--- config.mk ---
export PLATFORM = sky130hd
export DESIGN_NAME = dma_chain_seq
export DESIGN_NICKNAME = d
export VERILOG_FILES = /design/src/rtl/dcs_pkg.sv /design/src/rtl/dcs_desc_fetch.sv /design/src/rtl/dcs_desc_check.sv /design/src/rtl/dma_chain_seq.sv
export SDC_FILE = /design/constraint.sdc
export NUM_CORES = 1
export LEC_CHECK = 0
export CORE_MARGIN = 4
export CORE_UTILIZATION = 40
export DETAILED_ROUTE_END_ITERATION = 7
export DONT_BUFFER_PORTS = 1
export GPL_ROUTABILITY_DRIVEN = 0
export HOLD_SLACK_MARGIN = 0.1
export PLACE_DENSITY = 0.55
export REMOVE_ABC_BUFFERS = 1
export SYNTH_ARGS = -nofsm -noshare
export SYNTH_HDL_FRONTEND = slang
export SYNTH_HIERARCHICAL = 1
export SYNTH_SLANG_ARGS = --single-unit
--- constraint.sdc ---
create_clock -name clk -period 6.79 [get_ports clk]
set_input_delay 1.0185 -clock clk [delete_from_list [all_inputs] [get_ports clk]]
set_output_delay 1.0185 -clock clk [all_outputs]
set_load 0.02 [all_outputs]
--- src/rtl/dcs_pkg.sv ---
`timescale 1ns/1ps
package dcs_pkg;
  localparam int unsigned WORD_W     = 32;
  localparam int unsigned DESC_WORDS = 7;
  // word offsets the sequencer decodes
  localparam int unsigned OFS_CTRL   = 0;
  localparam int unsigned OFS_COUNT  = 1;
  localparam int unsigned OFS_LOCAL  = 2;
  localparam int unsigned OFS_REMOTE = 4;
  localparam int unsigned OFS_NEXT   = 6;
  localparam int unsigned DIR_BIT    = 31;

  typedef enum logic [1:0] {
    FLT_NONE  = 2'd0,
    FLT_COUNT = 2'd1,
    FLT_MATCH = 2'd2,
    FLT_PTR   = 2'd3
  } fault_e;

  typedef enum logic [1:0] {
    SQ_IDLE  = 2'd0,
    SQ_FETCH = 2'd1,
    SQ_XFER  = 2'd2
  } seq_state_e;
endpackage

--- src/rtl/dcs_desc_fetch.sv ---
`timescale 1ns/1ps
module dcs_desc_fetch #(
  parameter int unsigned AW     = 32,
  parameter int unsigned DW     = 32,
  parameter int unsigned NWORDS = 7
) (
  input  logic                        clk,
  input  logic                        rst,
  input  logic                        start,
  input  logic [AW-1:0]               base,
  output logic                        mem_req,
  output logic [AW-1:0]               mem_addr,
  input  logic                        mem_rvalid,
  input  logic [DW-1:0]               mem_rdata,
  output logic [NWORDS-1:0][DW-1:0]   words,
  output logic                        fetched
);
  localparam int unsigned IDX_W = (NWORDS > 1) ? $clog2(NWORDS) : 1;
  localparam int unsigned LSB_W = $clog2(DW / 8);
  localparam logic [AW-1:0] STEP = AW'(DW / 8);
  localparam logic [IDX_W-1:0] LAST = IDX_W'(NWORDS - 1);

  logic             active;
  logic [IDX_W-1:0] idx;

  always_ff @(posedge clk) begin
    if (rst) begin
      active   <= 1'b0;
      idx      <= '0;
      mem_req  <= 1'b0;
      mem_addr <= '0;
      fetched  <= 1'b0;
    end else begin
      mem_req <= 1'b0;
      fetched <= 1'b0;
      if (start) begin
        active   <= 1'b1;
        idx      <= '0;
        mem_req  <= 1'b1;
        mem_addr <= base;
      end else if (active && mem_rvalid) begin
        if (idx == LAST) begin
          active  <= 1'b0;
          fetched <= 1'b1;
        end else begin
          idx      <= idx + 1'b1;
          mem_req  <= 1'b1;
          mem_addr <= mem_addr + STEP;
        end
      end
    end
  end

  // shadow buffer, no reset, filled word by word
  always_ff @(posedge clk) begin
    if (active && mem_rvalid) words[idx] <= mem_rdata;
  end


  word_aligned_addr_chk: assert property (@(posedge clk) disable iff (rst)
    mem_req |-> (mem_addr[LSB_W-1:0] == '0));


  quiet_after_fetch_chk: assert property (@(posedge clk) disable iff (rst)
    fetched |-> (!mem_req && !active));
endmodule

--- src/rtl/dcs_desc_check.sv ---
`timescale 1ns/1ps
module dcs_desc_check
  import dcs_pkg::*;
#(
  parameter int unsigned DW         = 32,
  parameter int unsigned CNT_W      = 24,
  parameter int unsigned MATCH_BITS = 3,
  parameter int unsigned ALIGN_BITS = 4
) (
  input  logic [DW-1:0] count_word,
  input  logic [DW-1:0] local_word,
  input  logic [DW-1:0] remote_word,
  input  logic [DW-1:0] next_word,
  output fault_e        fault
);
  logic cnt_zero, cnt_big, low_diff, ptr_bad;

  always_comb begin
    cnt_zero = (count_word == '0);
    cnt_big  = (count_word[DW-1:CNT_W] != '0);
    low_diff = (local_word[MATCH_BITS-1:0] != remote_word[MATCH_BITS-1:0]);
    ptr_bad  = !next_word[0] && (next_word[ALIGN_BITS-1:1] != '0);
    if (next_word[0]) ptr_bad = (next_word[ALIGN_BITS-1:1] != '0);
    if (cnt_zero || cnt_big) fault = FLT_COUNT;
    else if (low_diff)       fault = FLT_MATCH;
    else if (ptr_bad)        fault = FLT_PTR;
    else                     fault = FLT_NONE;
  end
endmodule

--- src/rtl/dma_chain_seq.sv ---
`timescale 1ns/1ps
module dma_chain_seq
  import dcs_pkg::*;
#(
  parameter int unsigned AW         = 32,
  parameter int unsigned CNT_W      = 24,
  parameter int unsigned ALIGN_BITS = 4,
  parameter int unsigned MATCH_BITS = 3
) (
  input  logic              clk,
  input  logic              rst,
  input  logic              go,
  input  logic [AW-1:0]     start_ptr,
  output logic              mem_req,
  output logic [AW-1:0]     mem_addr,
  input  logic              mem_rvalid,
  input  logic [31:0]       mem_rdata,
  input  logic              xfer_done,
  output logic              xfer_valid,
  output logic [31:0]       cur_ctrl,
  output logic [CNT_W-1:0]  cur_count,
  output logic [AW-1:0]     cur_local,
  output logic [AW-1:0]     cur_remote,
  output logic              dir_to_remote,
  output logic              busy,
  output logic              done,
  output logic              err,
  output logic [1:0]        err_code
);
  localparam int unsigned DW = WORD_W;

  seq_state_e                     state;
  logic                           fetch_start;
  logic [AW-1:0]                  fetch_base;
  logic [AW-1:0]                  next_base;
  logic                           last_q;
  logic [DESC_WORDS-1:0][DW-1:0]  words;
  logic                           fetched;
  fault_e                         fault;
  logic                           start_misaligned;

  assign start_misaligned = (start_ptr[ALIGN_BITS-1:0] != '0);
  assign busy = (state != SQ_IDLE);

  dcs_desc_fetch #(.AW(AW), .DW(DW), .NWORDS(DESC_WORDS)) u_fetch (
    .clk(clk), .rst(rst), .start(fetch_start), .base(fetch_base),
    .mem_req(mem_req), .mem_addr(mem_addr),
    .mem_rvalid(mem_rvalid), .mem_rdata(mem_rdata),
    .words(words), .fetched(fetched)
  );

  dcs_desc_check #(.DW(DW), .CNT_W(CNT_W), .MATCH_BITS(MATCH_BITS),
                   .ALIGN_BITS(ALIGN_BITS)) u_check (
    .count_word(words[OFS_COUNT]), .local_word(words[OFS_LOCAL]),
    .remote_word(words[OFS_REMOTE]), .next_word(words[OFS_NEXT]),
    .fault(fault)
  );

  always_ff @(posedge clk) begin
    if (rst) begin
      state         <= SQ_IDLE;
      fetch_start   <= 1'b0;
      fetch_base    <= '0;
      next_base     <= '0;
      last_q        <= 1'b0;
      xfer_valid    <= 1'b0;
      cur_ctrl      <= '0;
      cur_count     <= '0;
      cur_local     <= '0;
      cur_remote    <= '0;
      dir_to_remote <= 1'b0;
      done          <= 1'b0;
      err           <= 1'b0;
      err_code      <= FLT_NONE;
    end else begin
      fetch_start <= 1'b0;
      unique case (state)
        SQ_IDLE: begin
          if (go) begin
            done <= 1'b0;
            if (start_misaligned) begin
              err      <= 1'b1;
              err_code <= FLT_PTR;
            end else begin
              err         <= 1'b0;
              err_code    <= FLT_NONE;
              fetch_start <= 1'b1;
              fetch_base  <= start_ptr;
              state       <= SQ_FETCH;
            end
          end
        end
        SQ_FETCH: begin
          if (fetched) begin
            if (fault != FLT_NONE) begin
              err      <= 1'b1;
              err_code <= fault;
              state    <= SQ_IDLE;
            end else begin
              cur_ctrl      <= words[OFS_CTRL];
              cur_count     <= words[OFS_COUNT][CNT_W-1:0];
              cur_local     <= words[OFS_LOCAL][AW-1:0];
              cur_remote    <= words[OFS_REMOTE][AW-1:0];
              dir_to_remote <= words[OFS_CTRL][DIR_BIT];
              last_q        <= words[OFS_NEXT][0];
              next_base     <= {words[OFS_NEXT][AW-1:ALIGN_BITS], {ALIGN_BITS{1'b0}}};
              xfer_valid    <= 1'b1;
              state         <= SQ_XFER;
            end
          end
        end
        SQ_XFER: begin
          if (xfer_done) begin
            xfer_valid <= 1'b0;
            if (last_q) begin
              done  <= 1'b1;
              state <= SQ_IDLE;
            end else begin
              fetch_start <= 1'b1;
              fetch_base  <= next_base;
              state       <= SQ_FETCH;
            end
          end
        end
        default: state <= SQ_IDLE;
      endcase
    end
  end


  hold_fields_chk: assert property (@(posedge clk) disable iff (rst)
    (xfer_valid && !xfer_done) |=> (xfer_valid && $stable(cur_count) &&
      $stable(cur_local) && $stable(cur_remote) && $stable(cur_ctrl)));


  no_read_during_xfer_chk: assert property (@(posedge clk) disable iff (rst)
    xfer_valid |-> !mem_req);


  legal_count_chk: assert property (@(posedge clk) disable iff (rst)
    xfer_valid |-> (cur_count != '0));


  low_bits_match_chk: assert property (@(posedge clk) disable iff (rst)
    xfer_valid |-> (cur_local[MATCH_BITS-1:0] == cur_remote[MATCH_BITS-1:0]));


  halt_on_fault_chk: assert property (@(posedge clk) disable iff (rst)
    err |-> (!busy && !xfer_valid && !mem_req && err_code != FLT_NONE));


  done_excl_chk: assert property (@(posedge clk) disable iff (rst)
    done |-> (!err && !busy));
endmodule

### Yosys cells after proc, flatten, opt, wreduce, memory -nomap -nowiden

Cells that the tools add are included.

| storage, ports and cells | value |
|---|---|
| input port bits | 69 |
| bits in registers | 452 |

| operators by class | value |
|---|---|
| reduce and logical (&&, ||, !) cells | 28 |
| magnitude comparators | 2 |
| eq/ne operators | 13 |
| $add $sub $neg | 2 |
| mux-type cells | 52 |
| bitwise gates (word level) | 3 |

Operator list:

| kind | count |
|---|---|
| $mux 32 | 8 |
| $bwmux 224 | 1 |
| $demux 32 s3 | 1 |
| $pmux 32 s2 | 1 |
| $add 32x3->32 const B | 1 |
| $logic_not 32->1 | 1 |
| $mux 2 | 12 |
| $mux 1 | 23 |
| $ne 2x2->1 const B | 8 |
| $reduce_and 4->1 | 4 |
| $reduce_bool 2->1 | 7 |
| $pmux 1 s2 | 4 |
| $reduce_bool 8->1 | 1 |
| $pmux 2 s3 | 1 |
| $reduce_and 2->1 | 3 |
| $reduce_and 5->1 | 1 |
| $lt 3x4->1 const B | 1 |
| $pmux 2 s2 | 1 |
| $reduce_bool 4->1 | 1 |
| $add 3x1->3 const B | 1 |
| $eq 3x3->1 const B | 1 |
| $ge 3x1->1 const B | 1 |
| $logic_and 1x1->1 | 3 |
| $ne 3x3->1 | 1 |
| 11 further kinds | 13 |

### Longest topological paths before layout

Gate-level depths: netlist (run 1).

| depth | value |
|---|---|
| depth in word-level cells | 10 |
| gate-level depth with buffers | 10 |
| gate-level depth less buffers | 7 |

### Modules after synthesis

The synthesis (run 1) kept the hierarchy.

Modules (own cells, without submodules):

| module | cells an instance | times used | area each (µm²) |
|---|---|---|---|
| dcs_desc_fetch | 486 | 1 | 8866.0 |
| dma_chain_seq | 866 | 1 | 7472.2 |
| dcs_desc_check | 21 | 1 | 142.6 |

### Worst setup path after synthesis (run 1)

No wires, ideal clock.

| timing | value |
|---|---|
| path type | input -> register |
| start point | in mem_rvalid |
| end point | reg u_fetch/words[32] (netlist name), enable pin |
| data arrival time | 3.327 ns |
| setup time | 0.461 ns |
| required time | 6.329 ns |
| stages on the path | 2 |
| slack | 3.001 ns |
| cells stage by stage | nand2_1 > nor3_1 |

| between the ends | value |
|---|---|
| word-level cells in the longest chain between the ends | 1 |

RTL lines:

| what | line | RTL |
|---|---|---|
| start, declared | dma_chain_seq.sv:16 | `input logic mem_rvalid,` |
| $logic_and 1x1->1 | dcs_desc_fetch.sv:56 | `if (active && mem_rvalid) words[idx] <= mem_rdata;` |
| end signal, assigned by index | dcs_desc_fetch.sv:56 |  |
| end, declared | dcs_desc_fetch.sv:15 | `output logic [NWORDS-1:0][DW-1:0] words,` |

Every way passes these cells.
A chain may end at the register's enable or synchronous reset.

### Worst setup path after layout (run 1)

| timing | value |
|---|---|
| start point | reg u_fetch/words[33] (netlist name) |
| end point | reg xfer_valid |

| between the ends | value |
|---|---|
| word-level cells in the longest chain between the ends | 6 |

RTL lines:

| what | line | RTL |
|---|---|---|
| $logic_not 32->1 | dcs_desc_check.sv:19 | `cnt_zero = (count_word == '0);` |
| $logic_or 1x1->1 | dcs_desc_check.sv:24 | `if (cnt_zero \|\| cnt_big) fault = FLT_COUNT;` |
| $mux 2 | dcs_desc_check.sv:24 |  |
| net fault[1] | dma_chain_seq.sv:39 | `fault_e fault;` |
| $reduce_bool 2->1 | dma_chain_seq.sv:95 | `if (fault != FLT_NONE) begin` |
| $ne 2x2->1 (no source line) | n/a |  |
| $reduce_and 4->1 (no source line) | n/a |  |
| end signal, assigned | dma_chain_seq.sv:66 | `xfer_valid <= 1'b0;` |
| end signal, assigned | dma_chain_seq.sv:107 | `xfer_valid <= 1'b1;` |
| end signal, assigned | dma_chain_seq.sv:114 | `xfer_valid <= 1'b0;` |
| end, declared | dma_chain_seq.sv:19 | `output logic xfer_valid,` |

The timed path passes the listed nets, and every way through them passes these cells.

==> results of run 1 <==
==> routing by layer <==
| layer | vias to the layer above | part of all wire (%) |
|---|---|---|
| li1 | 4736 | - |
| met1 | 4901 | 44 |
| met2 | 227 | 46 |
| met3 | 48 | 7.8 |
| met4 | 2 | 1.8 |
| met5 | - | 0.025 |
==> registers in the layout (all words and copies together), names as in the netlist, 2 cells and up <==
name,count
u_fetch/words,160
cur_ctrl,32
cur_local,32
cur_remote,32
fetch_base,32
u_fetch/mem_addr,32
next_base,28
cur_count,24
u_fetch/idx,3
err_code,2
state,2
==> worst reg2reg max path, delay by kind of cell (launching register included) <==
family,cells,cell delay [ns]
buf+inv,1,0.71
compound gates,2,0.33
flops,1,0.39
simple gates,5,1.93
==> path summary, 6_finish.rpt <==
check,from,end,slack [ns],cells after the start
min reg2reg,fetch_base[5],u_fetch/mem_addr[5],0.46,2
max,u_fetch/words[33],xfer_valid,3.36,8
max reg2reg,u_fetch/words[33],xfer_valid,3.36,8
min,fetch_base[5],u_fetch/mem_addr[5],0.46,2
==> power groups by stage <==
stage / clock, mW / sequential [mW] / combinational, mW
2_1_floorplan: 0 / 2.49 / 0.0257
3_3_place_gp: 0 / 2.49 / 0.0358
3_5_place_dp: 0 / 2.49 / 0.0362
4_1_cts: 2.44 / 2.44 / 0.0364
5_1_grt: 2.54 / 2.44 / 0.0406
6_report: 2.38 / 2.44 / 0.0361
==> through the flow <==
| step | util, % | area [µm²] |
|---|---|---|
| after floorplan | - | 14000 |
| after global placement | 41.6 | 14900 |
| after detailed placement | 41.6 | 14900 |
| after CTS | 45.6 | 16300 |
| after global routing | 45.6 | 16300 |
| final | 45.6 | 16300 |
==> layout make-up <==
cell class | count | area, µm² | area share [%]
Sequential cell | 387 | 9350 | 57.4
Tap cell | 461 | 577 | 3.54
Inverter | 13 | 48.8 | 0.299
Clock inverter | 18 | 243 | 1.49
Timing Repair Buffer | 22 | 165 | 1.01
Clock buffer | 57 | 1200 | 7.37
Multi-Input combinational cell | 789 | 4710 | 28.9
==> results by group, run 1 <==
Status
  • Status: completed

Power and ir drop
  • Switching Fraction: 19.5%
  • Leakage: 5.23 nW
  • Clock Power Share: 49.0%
  • Reg power frac: 50.3%
  • Power per cell area: 298 nW/µm²
  • Psw: 0.946 mW
  • Logic pwr share: 0.7%
  • Internal power: 3.91 mW
  • Total power: 4.85 mW
  • Worst vdd ir: 0.213 mV

Timing
  • Fmax: 0.291 GHz
  • Setup TNS: 0 ns
  • Setup ws final: 3.36 ns
  • Fin. Hold Viols: 0
  • Relative slew slack: roughly a quarter
  • Fin. max-slew vios: 0
  • RSZ-0062 raised after global routing: no
  • Clock period minus worst slack: between 3 and 4 ns
  • Tightest Pin Transition: 1.14 ns
  • Clk_skew: 0.00997 ns
  • Fin Hold WS: 0.459 ns
  • # setup viols final: 0
  • Crit share post-route: 50.6%

Detailed routing
  • Final routed DRC violation total: 0
  • Routed wire length: ~40000 µm
  • Via count: 9914
  • Final ANT Viol Nets: 0
  • Vias per cell: 5.67
  • Total iterations of the first detailed-routing run: 4
  • DR WL/cell: about 23 µm
  • DR iter-0 viols: 730

Clock tree
  • Clk buf depth: 3
  • Post-CTS Hold Fix Bufs: 0
  • Num CTS Buffers: between 40 and 50
  • H-tree levels: 2
  • Clock tree from TritonCTS: built
  • TritonCTS Sinks: 387
  • Post_cts resized: 0
  • Setup repair bufs after CTS: 0
  • Clock latency on the worst-skew pair: 0.54 ns
  • CTS root buf: clkbuf_16
  • Clock transition at the registers of the reported paths: ~0.060 ns

Critical path
  • Critical path endpoint category: register
  • Crit path buf inv count: 1
  • Worst Path Required: 7.25 ns
  • Crit-path slowest cell: buf_4
  • Crit path cell chain: nor4_1 > nand4_1 > nor2_1 > a211oi_1 > nor2b_4 > buf_4 > nand2_1 > a21oi_1
  • Setup CP Type: register to register
  • Cell family with most CP delay: simple AND/OR/NAND/NOR gates
  • WP data arrival: 3.89 ns
  • CP startpoint kind: register
  • Crit-path max FO: 65
  • Max stage delay on crit path: 0.70 ns

Global route
  • Antenna violations before repair: 1
  • Met3 GRT Util: 6.23%
  • Tot GR Track Use: 19.8%
  • Largest net degree at the start of global routing: 228
  • First-pass GRT wire length: 60600 µm
  • Grt met2 use: 30.6%
  • Met1 GRT Util: 27.4%
  • GR peak layer: met2
  • Vias in the first global route: 9552
  • Grt ovf: 0

Finish
  • Layout Nets: around 1.3k
  • Share of cells above drive strength 1: 9.02%
  • Fill cell count: between 3k and 4k
  • N_diodes: 0
  • Finished Layout Cells: 1747
  • P&R area growth vs syn: 12.0%
  • Most frequent cells in the layout: 227 x dfxtp_1, 169 x a21oi_1, 160 x edfxtp_1
  • Most common cell after layout, fill and taps aside: dfxtp_1

Synthesis
  • Post-Syn Area: 14500 µm²
  • Warnings from Yosys: 6
  • Cells after Synth: 1307
  • Syn_area_per_cell: 11.1 µm²

Die
  • Starting Density: 40.7%
  • Io pins: 229
  • Rows: 69
  • Die height: around 200 µm
  • Horiz. Die Dim: around 200 µm
  • Core Area: about 36000 µm²
  • Full die area: about 39000 µm²

Hold path
  • HP Class: register to register

Placed design
  • Pre-CTS setup slack: 3.33 ns
  • DP Cell Count: between 1.5k and 2k
  • Port Buf Inserts: 0
  • Detail Placement HPWL: 24200 µm

Run
  • Max_cap viols: 0
Power figures use the tool's default switching activity.
==> run 2, diff against run 1 <==
==> constraint.sdc (replaced) <==
create_clock -name clk -period 3.18 [get_ports clk]
set_input_delay 0.477 -clock clk [delete_from_list [all_inputs] [get_ports clk]]
set_output_delay 0.477 -clock clk [all_outputs]
set_load 0.02 [all_outputs]
==> run 2 against run 1 <==
Clock skew rose by 0.012 ns. Sequential cell count did not move. Maximum frequency rose by 14%. Design area rose by 5.9%. Register-to-register slack got worse by 3.2 ns. Sequential share of layout area fell by 3.2 points. Critical endpoint is now cur_local[1]. Largest power group unchanged.
==> results by group, run 2 (synthesis results as in run 1) <==
Timing
  • Tightest Pin Transition: 1.08 ns (was 1.14 ns)
  • Fmax: 0.332 GHz (was 0.291 GHz)
  • Fin. max-slew vios: 0 (unchanged)
  • Crit share post-route: 94.7% (was 50.6%)
  • Fin. Hold Viols: 0 (unchanged)
  • Setup TNS: 0 ns (unchanged)
  • # setup viols final: 0 (unchanged)
  • Clk_skew: 0.0219 ns (was 0.00997 ns)
  • Relative slew slack: 27.3% (was 23.9%)
  • Clock period minus worst slack: 3.01 ns (was 3.43 ns)

Finish
  • Share of cells above drive strength 1: 8.97% (was 9.02%)
  • Most frequent cells in the layout: 227 x dfxtp_1, 169 x a21oi_1, 160 x edfxtp_1 (unchanged)
  • Max FFs per register: 160 (unchanged)
  • Final instance area: 17300 µm² (was 16300 µm²)
  • Multi-input gate area: 4730 µm² (was 4710 µm²)
  • Storage cell area: 9350 µm² (unchanged)
  • P&R area growth vs syn: 18.7% (was 12.0%)
  • Fill cell count: 3315 (was 3283)
  • Layout Nets: 1424 (was 1327)
  • Most common cell after layout, fill and taps aside: dfxtp_1 (unchanged)
  • Top reg by flops: u_fetch/words (unchanged)

Power and ir drop
  • Total power: 10.0 mW (was 4.85 mW)
  • Power per cell area: 580 nW/µm² (was 298 nW/µm²)
  • Leakage: 5.78 nW (was 5.23 nW)
  • Worst vdd ir: 0.449 mV (was 0.213 mV)

Global route
  • Met3 GRT Util: 6.93% (was 6.23%)
  • Tot GR Track Use: 20.7% (was 19.8%)
  • Largest net degree at the start of global routing: 157 (was 228)
  • Vias in the first global route: 10.3k (was 9552)
  • GR peak layer: met2 (unchanged)
  • Antenna violations before repair: 2 (was 1)
  • Grt met2 use: 31.9% (was 30.6%)
  • Grt ovf: 0 (unchanged)
  • Met1 GRT Util: 27.8% (was 27.4%)
  • First-pass GRT wire length: 63600 µm (was 60600 µm)

Hold path
  • Hold endpoint: state[1] (was u_fetch/mem_addr[5])
  • HP Class: input pin to register (was register to register)
  • Hold Crit Start: xfer_done (was fetch_base[5])
  • WHS Path Cells: 2 (unchanged)

Placed design
  • Detail Placement HPWL: 25300 µm (was 24200 µm)
  • Port Buf Inserts: 0 (unchanged)
  • Post-DP Area: 15000 µm² (was 14900 µm²)

Die
  • Core Area: 35700 µm² (unchanged)
  • Full die area: 39500 µm² (unchanged)
  • Rows: 69 (unchanged)
  • Horiz. Die Dim: 199 µm (unchanged)
  • Starting Density: 40.7% (unchanged)
  • Die height: 199 µm (unchanged)
  • Io pins: 229 (unchanged)

Clock tree
  • Num CTS Buffers: 41 (was 42)
  • TritonCTS Sinks: 387 (unchanged)
  • Clock tree from TritonCTS: built (unchanged)
  • H-tree levels: 2 (unchanged)
  • CTS root buf: clkbuf_16 (unchanged)
  • Clk buf depth: 3 (unchanged)
  • Clock latency on the worst-skew pair: 0.54 ns (about the same)
  • Setup repair bufs after CTS: 0 (unchanged)
  • Clock transition at the registers of the reported paths: 0.06 ns (about the same)

Detailed routing
  • Vias per cell: 5.70 (was 5.67)
  • Via count: 10.5k (was 9914)
  • DR iter-0 viols: 697 (was 730)
  • Total iterations of the first detailed-routing run: 5 (was 4)
  • Routed wire length: 42300 µm (was 40300 µm)
  • Final routed DRC violation total: 0 (unchanged)
  • Final ANT Viol Nets: 0 (unchanged)
  • DR WL/cell: 23.0 µm (was 23.1 µm)

Critical path
  • Worst reg-to-reg path cell count: 9 (was 8)
  • RR Startpoint: u_fetch/words[33] (unchanged)
  • CP startpoint kind: register (unchanged)
  • Critical path endpoint category: register (unchanged)
  • Worst Path Required: 3.65 ns (was 7.25 ns)
  • Crit path from: u_fetch/words[33] (unchanged)
  • WP data arrival: 3.48 ns (was 3.89 ns)
  • FF-to-FF End: cur_local[1] (was xfer_valid)
  • Setup CP Type: register to register (unchanged)
  • R2r setup slk: 0.17 ns (was 3.36 ns)
  • Crit-path max FO: 76 (was 65)

Run
  • Max_cap viols: 0 (unchanged)

Status
  • Status: completed (unchanged)
[run 2: what timing repair did]
| item | 4_1_cts | 5_1_grt |
|---|---|---|
| hold buffers | 90 | 0 |
| setup endpoints to repair | 0 | 4 |
| gates resized for setup | 0 | 4 |
| hold endpoints to repair | 371 | 0 |
[run 2: power breakdown]
| group | internal (mW) | switching, mW | leakage [nW] | total (mW) |
|---|---|---|---|---|
| logic | 0.0773 | 0.121 | 1.88 | 0.199 |
| clock network | 2.66 | 1.95 | 0.629 | 4.61 |
| registers | 5.18 | 0.0273 | 3.27 | 5.21 |
| total | 7.92 | 2.10 | 5.78 | 10.0 |
[run 2: how the worst max path moves through the flow]
stage	cells past startpoint	to	slack, ns
after floorplan	7	state[1]	-3.23
after global placement	8	cur_local[27]	0.54
after detailed placement	8	cur_local[6]	0.45
after CTS	9	cur_local[0]	0.02
after global routing	9	next_base[20]	-0.001
final	9	cur_local[1]	0.17
[run 2: area by class of cell]
type	count	area share [%]
timing repair buffer	120	7.44
sequential	387	54.2
multi-input combinational	789	27.4
clock inverter	16	0.775
inverter	13	0.283
tap	461	3.34
clock buffer	57	6.58
antenna	1	0.0145
[run 2: stage by stage]
step | hold WS (ns) | setup slack [ns] | utilization (%) | cells
floorplan | 0.435 | -3.23 | - | 1189
global placement | 0.446 | 0.536 | 42.1 | 1680
detailed placement | 0.453 | 0.452 | 42.1 | 1680
CTS | 0.106 | 0.0189 | 48.2 | 1843
global route | 0.115 | -0.000995 | 48.3 | 1844
finish | 0.134 | 0.169 | 48.3 | 1844
[run 2: metal layers]
layer  up-vias  share of wire (%)
met3        58                8.5
met2       275                 46
met4         2                2.9
li1       4936                  -
met1      5246                 42
met5         -              0.017
[run 2: worst max-delay path, cell delays in order (launching register included)]
cell           delay [ns]
edfxtp_1             0.43
nor4_4               0.39
nand4_1              0.17
nor2_1               0.31
or3_1                0.28
or3b_4               0.20
buf_12               0.31
o21ai_1              0.12
a21oi_1              0.14
dlygate4sd3_1        0.56
